`src/rtl/ook_pkg.sv`:
```
package ook_pkg;
    typedef enum logic {
        ST_IDLE = 1'b0,
        ST_SEND = 1'b1
    } ook_state_e;
endpackage

```
`src/rtl/ook_slot_timer.sv`:
```
module ook_slot_timer #(
    parameter int DIV = 20000
) (
    input  logic clk,
    input  logic rst_n,
    input  logic run,
    output logic slot_end
);
    localparam int CNT_W = (DIV < 2) ? 1 : $clog2(DIV);
    localparam logic [CNT_W-1:0] LAST = CNT_W'(DIV - 1);

    typedef struct packed {
        logic [CNT_W-1:0] cnt;
    } timer_t;

    timer_t tm_d, tm_q;

    always_comb begin
        tm_d = tm_q;
        if (!run) begin
            tm_d.cnt = '0;
        end else if (tm_q.cnt == LAST) begin
            tm_d.cnt = '0;
        end else begin
            tm_d.cnt = tm_q.cnt + 1'b1;
        end
    end

    always_ff @(posedge clk or negedge rst_n) begin
        if (!rst_n) begin
            tm_q <= '0;
        end else begin
            tm_q <= tm_d;
        end
    end

    assign slot_end = run && (tm_q.cnt == LAST);
endmodule

```
`src/rtl/ook_bit_shaper.sv`:
```
module ook_bit_shaper #(
    parameter int SLOTS   = 4,
    parameter int ON_ONE  = 3,
    parameter int ON_ZERO = 1
) (
    input  logic                      enable,
    input  logic                      bit_val,
    input  logic [$clog2(SLOTS)-1:0]  slot_idx,
    output logic                      level
);
    localparam int SW = $clog2(SLOTS);
    localparam logic [SW:0] HI_ONE  = (SW+1)'(ON_ONE);
    localparam logic [SW:0] HI_ZERO = (SW+1)'(ON_ZERO);

    logic [SW:0] limit;

    always_comb begin
        limit = bit_val ? HI_ONE : HI_ZERO;
        level = enable && ({1'b0, slot_idx} < limit);
    end
endmodule

```
`src/rtl/ook_frame_seq.sv`:
```
module ook_frame_seq
    import ook_pkg::*;
#(
    parameter int              ADDR_W     = 16,
    parameter logic [ADDR_W-1:0] ADDR     = 16'h0035,
    parameter int              KEY_W      = 8,
    parameter int              TRAIL_BITS = 1,
    parameter int              REP_W      = 3,
    parameter int              SLOTS      = 4
) (
    input  logic                     clk,
    input  logic                     rst_n,
    input  logic                     start,
    input  logic [KEY_W-1:0]         keycode,
    input  logic [REP_W-1:0]         repeat_cnt,
    input  logic                     slot_end,
    output logic                     busy,
    output logic                     done,
    output logic                     cur_bit,
    output logic [$clog2(SLOTS)-1:0] slot_idx
);
    localparam int FRAME_W = ADDR_W + KEY_W + TRAIL_BITS;
    localparam int BIT_W   = $clog2(FRAME_W);
    localparam int SLOT_W  = $clog2(SLOTS);
    localparam logic [BIT_W-1:0]  LAST_BIT  = BIT_W'(FRAME_W - 1);
    localparam logic [SLOT_W-1:0] LAST_SLOT = SLOT_W'(SLOTS - 1);

    typedef struct packed {
        ook_state_e         state;
        logic [FRAME_W-1:0] frame;
        logic [BIT_W-1:0]   bit_idx;
        logic [SLOT_W-1:0]  slot;
        logic [REP_W-1:0]   reps;
        logic               done;
    } seq_t;

    seq_t sq_d, sq_q;

    always_comb begin
        sq_d      = sq_q;
        sq_d.done = 1'b0;
        unique case (sq_q.state)
            ST_IDLE: begin
                if (start) begin
                    sq_d.state   = ST_SEND;
                    sq_d.frame   = {ADDR, keycode, {TRAIL_BITS{1'b0}}};
                    sq_d.bit_idx = '0;
                    sq_d.slot    = '0;
                    sq_d.reps    = (repeat_cnt == '0) ? REP_W'(1) : repeat_cnt;
                end
            end
            ST_SEND: begin
                if (slot_end) begin
                    if (sq_q.slot == LAST_SLOT) begin
                        sq_d.slot = '0;
                        if (sq_q.bit_idx == LAST_BIT) begin
                            sq_d.bit_idx = '0;
                            if (sq_q.reps == REP_W'(1)) begin
                                sq_d.state = ST_IDLE;
                                sq_d.done  = 1'b1;
                            end else begin
                                sq_d.reps = sq_q.reps - 1'b1;
                            end
                        end else begin
                            sq_d.bit_idx = sq_q.bit_idx + 1'b1;
                        end
                    end else begin
                        sq_d.slot = sq_q.slot + 1'b1;
                    end
                end
            end
            default: sq_d.state = ST_IDLE;
        endcase
    end

    always_ff @(posedge clk or negedge rst_n) begin
        if (!rst_n) begin
            sq_q       <= '0;
            sq_q.state <= ST_IDLE;
        end else begin
            sq_q <= sq_d;
        end
    end

    assign busy     = (sq_q.state == ST_SEND);
    assign done     = sq_q.done;
    assign cur_bit  = sq_q.frame[LAST_BIT - sq_q.bit_idx];
    assign slot_idx = sq_q.slot;
endmodule

```
`src/rtl/ook_frame_tx.sv`:
```
module ook_frame_tx #(
    parameter int CLK_DIV = 20000,
    parameter int REP_W   = 3
) (
    input  logic             clk,
    input  logic             rst_n,
    input  logic             start,
    input  logic [7:0]       keycode,
    input  logic [REP_W-1:0] repeat_cnt,
    output logic             carrier_en,
    output logic             busy,
    output logic             done
);
    localparam int SLOTS  = 4;
    localparam int SLOT_W = $clog2(SLOTS);

    logic              slot_end;
    logic              cur_bit;
    logic [SLOT_W-1:0] slot_idx;

    ook_slot_timer #(.DIV(CLK_DIV)) u_timer (
        .clk      (clk),
        .rst_n    (rst_n),
        .run      (busy),
        .slot_end (slot_end)
    );

    ook_frame_seq #(
        .ADDR_W     (16),
        .ADDR       (16'h0035),
        .KEY_W      (8),
        .TRAIL_BITS (1),
        .REP_W      (REP_W),
        .SLOTS      (SLOTS)
    ) u_seq (
        .clk        (clk),
        .rst_n      (rst_n),
        .start      (start),
        .keycode    (keycode),
        .repeat_cnt (repeat_cnt),
        .slot_end   (slot_end),
        .busy       (busy),
        .done       (done),
        .cur_bit    (cur_bit),
        .slot_idx   (slot_idx)
    );

    ook_bit_shaper #(.SLOTS(SLOTS), .ON_ONE(3), .ON_ZERO(1)) u_shaper (
        .enable   (busy),
        .bit_val  (cur_bit),
        .slot_idx (slot_idx),
        .level    (carrier_en)
    );
endmodule

```
`config.mk`:
```
export PLATFORM = sky130hd
export DESIGN_NAME = ook_frame_tx
export DESIGN_NICKNAME = d
export VERILOG_FILES = /design/src/rtl/ook_pkg.sv /design/src/rtl/ook_slot_timer.sv /design/src/rtl/ook_bit_shaper.sv /design/src/rtl/ook_frame_seq.sv /design/src/rtl/ook_frame_tx.sv
export SDC_FILE = /design/constraint.sdc
export NUM_CORES = 1
export LEC_CHECK = 0
export CAP_MARGIN = 10
export CORE_UTILIZATION = 51
export CTS_CLUSTER_SIZE = 20
export DETAILED_ROUTE_END_ITERATION = 6
export HOLD_SLACK_MARGIN = 0.08
export PLACE_DENSITY = 0.72
export SLEW_MARGIN = 30
export SYNTH_ARGS = -nofsm -noshare
export SYNTH_HDL_FRONTEND = slang
export SYNTH_SLANG_ARGS = --single-unit
```
`constraint.sdc`:
```
create_clock -name clk -period 3.7 [get_ports clk]
set_clock_uncertainty 0.1 [all_clocks]
set_input_delay 0.74 -clock clk [delete_from_list [all_inputs] [get_ports clk]]
set_output_delay 0.74 -clock clk [all_outputs]
set_load 0.005 [all_outputs]
```
==> summary.txt <==
Timing
  – Setup violators final: 0
  – Final Hold Fails: 0
  – Slew @ Worst Pin: 0.786 ns
  – Setup_tns: 0 ns
  – Fin crit period: 3.43 ns
  – Final period util: about 93%
  – Max-slew headroom: 47.6%
  – Fmax: 292 MHz
  – Final WS setup: 0.274 ns
  – RSZ-0062 raised after global routing: false
  – Slew Limit Fails: 0
  – Hold_ws: 0.354 ns

Floorplan
  – Die Wd: 65.3 µm
  – Die Ht: 65.3 µm
  – Initial core utilization: 54.6%
  – Top-Level Pins: 17
  – Core area: 3740 µm²
  – Die footprint: 4270 µm²
  – Row Count: 22

Worst setup path
  – Crit. Startpoint: u_seq.sq_q[6]
  – Worst R2R Start: u_seq.sq_q[6]
  – Crit. End Element: output pin
  – CP required: 2.86 ns
  – CP Launch Type: register
  – Maximum fanout along the worst path: 5
  – Critical path class: reg -> out
  – Arr. time, crit path: between 2 and 3 ns

Route
  – Drt pass-1 iters: 4
  – WL/cell: about 13 µm
  – Initial drt markers: 123
  – WL final: between 3000 and 4000 µm
  – Vias/cell: 5.69
  – Vias: 1644
  – Residual DRC: 0
  – Post-detailed-route count of antenna-violating nets: 0

Clocking
  – Root buffer cell: clkbuf_8
  – Worst-skew pair later-pin latency: 0.29 ns
  – CTS H-tree lvls: 2
  – Clock transition at path regs: approximately 0.070 ns
  – Num Clock Sinks: 36
  – CTS tree: yes
  – Clock buffer depth: 2
  – Num CTS Buffers: 5

Placed design
  – Routability cong.: 0.850
  – Placement Setup Slack: 0.204 ns
  – Port buffer count: 16
  – Hpwl dp: 2770 µm

Cells and area
  – Area delta synth->final: 13.9%
  – Layout cells sized above 1: 7.05%
  – Filler Cell Count: 350
  – Final core occ: 62.2%
  – Area occupied by multi-input gates: between 1000 and 1500 µm²
  – Register area: 901 µm²
  – Antenna diode count: 0
  – Layout Nets: 261

Flow run
  – Max-cap violations: 0

Logic synthesis
  – Asr flop ratio synth: 100%
  – Synth unique cells: 43
  – Syn nets: 246
  – Synth area leader: dfrtp_1
  – Sequential share of the synthesized area: around 44%
  – Syn Area/Cell: between 9 and 10 µm²
  – Post-Syn Instances: 225
  – Warnings, synthesis: 0
  – Ys flop type: dfrtp_1
  – Yosys reg bits: 36
  – Synth top area cells: dfrtp_1 44%, nand2_1 7.9%, xor2_1 4.7%, ha_1 4.3%, nand3_1 3.9%
  – Yosys top cell area share: 44.0%
  – Post-synth EDFFs: 0
  – Post-synthesis cell area: around 2000 µm²

Worst hold path
  – Hold_sp: u_timer.tm_q[0]
  – Hold Crit Class: reg -> reg

Status
  – Status: finished clean

Power
  – Pwr Total: 1.05 mW
  – Pwr/cell area: 450 nW/µm²
  – Max VDD drop: 0.000322 V
  – LEAKAGE: 1.09 nW

Global routing
  – First-pass GRT wire length: 6930 µm
  – GRT Overall Usage: a little over a fifth
  – Vias in the first global route: 1530
  – Largest net degree at the start of global routing: 37
  – Initial antenna violation count: 0
  – Total global routing overflow: 0
[sequential cells by signal (all words and copies together) (netlist names)]
signal / flops
u_seq.busy: 1
u_timer.tm_q: 15
u_seq.slot_idx: 2
u_seq.done: 1
u_seq.sq_q: 17
[final cells by class]
type / instances / area share [%]
multi-input combinational: 171 / 46.2
tap: 48 / 2.58
sequential: 36 / 38.7
inverter: 7 / 1.13
clock buffer: 8 / 3.87
timing repair buffer: 19 / 7.57
[where the power goes]
part / switching [mW] / total (mW) / internal [mW]
sequential: 0.0736 / 0.526 / 0.452
combinational: 0.114 / 0.230 / 0.117
clock: 0.140 / 0.292 / 0.152
[per-stage QoR]
step / instance area, µm² / instances
2_1_floorplan: 2050 / 225
3_3_place_gp: 2220 / 280
3_5_place_dp: 2220 / 280
4_1_cts: 2330 / 289
5_1_grt: 2330 / 289
6_report: 2330 / 289
[cells by family after synthesis]
group / synth area share [%]
AO/OA/AOI/OAI: 8.75
XOR/XNOR: 5.99
adder cells (fa/ha/maj): 4.28
buffers and inverters: 4.10
flip-flops: 44.0
multiplexers: 2.45
AND/OR/NAND/NOR: 30.4
[per-layer routing]
metal / wire [µm] / track usage, %
met1: 1910 / 27.8
met2: 1770 / 33.6
met3: 133 / 6.94
met4: 81 / 8.97
met5: 0 / 0
[repair_timing]
action,in CTS,in global routing
hold buffers,0,0
setup buffers,1,0
resized for setup,3,0
endpoints found under the setup margin,1,0
[Yosys cell counts, types with 3 or more instances]
library cell / count
mux2i_1: 5
inv_1: 7
nand2_1: 43
ha_1: 7
buf_2: 7
nor2_1: 19
clkbuf_1: 3
nor2b_1: 3
xor2_1: 11
dfrtp_1: 36
and3_1: 3
a21oi_1: 3
nand3_1: 16
o21ai_0: 10
nand4_1: 7
and2_1: 5
and4_1: 4
xnor2_1: 3
[cells in the final DEF, fill, tap and decap left out, types with 7 or more instances in the layout]
master,count
nand2_1,43
dfrtp_1,36
nor2_1,19
nand3_1,16
clkdlybuf4s50_1,14
o21ai_0,10
xor2_1,10
inv_1,7
nand4_1,7
ha_1,7
[critical path: stages (launching register included)]
cell and delay, ns:
dfrtp_1 0.35, inv_1 0.08, ha_1 0.25, buf_4 0.18, xor2_2 0.16, a31oi_1 0.22
o22ai_1 0.11, a32oi_1 0.21, ha_1 0.27, a211oi_1 0.21, dlygate4sd2_1 0.26
[final timing paths]
kind | to | slack [ns] | cells past startpoint
worst max-delay path | carrier_en | 0.27 | 10
worst min-delay path | u_timer.tm_q[0] | 0.35 | 1
worst max register to register | u_seq.sq_q[3] | 1.52 | 7
worst min register to register | u_timer.tm_q[0] | 0.35 | 1
max in group asynchronous | u_seq.sq_q[1] | 2.58 | 1
min in group asynchronous | u_timer.tm_q[6] | 0.43 | 1
(Power assumes the default switching activity.)
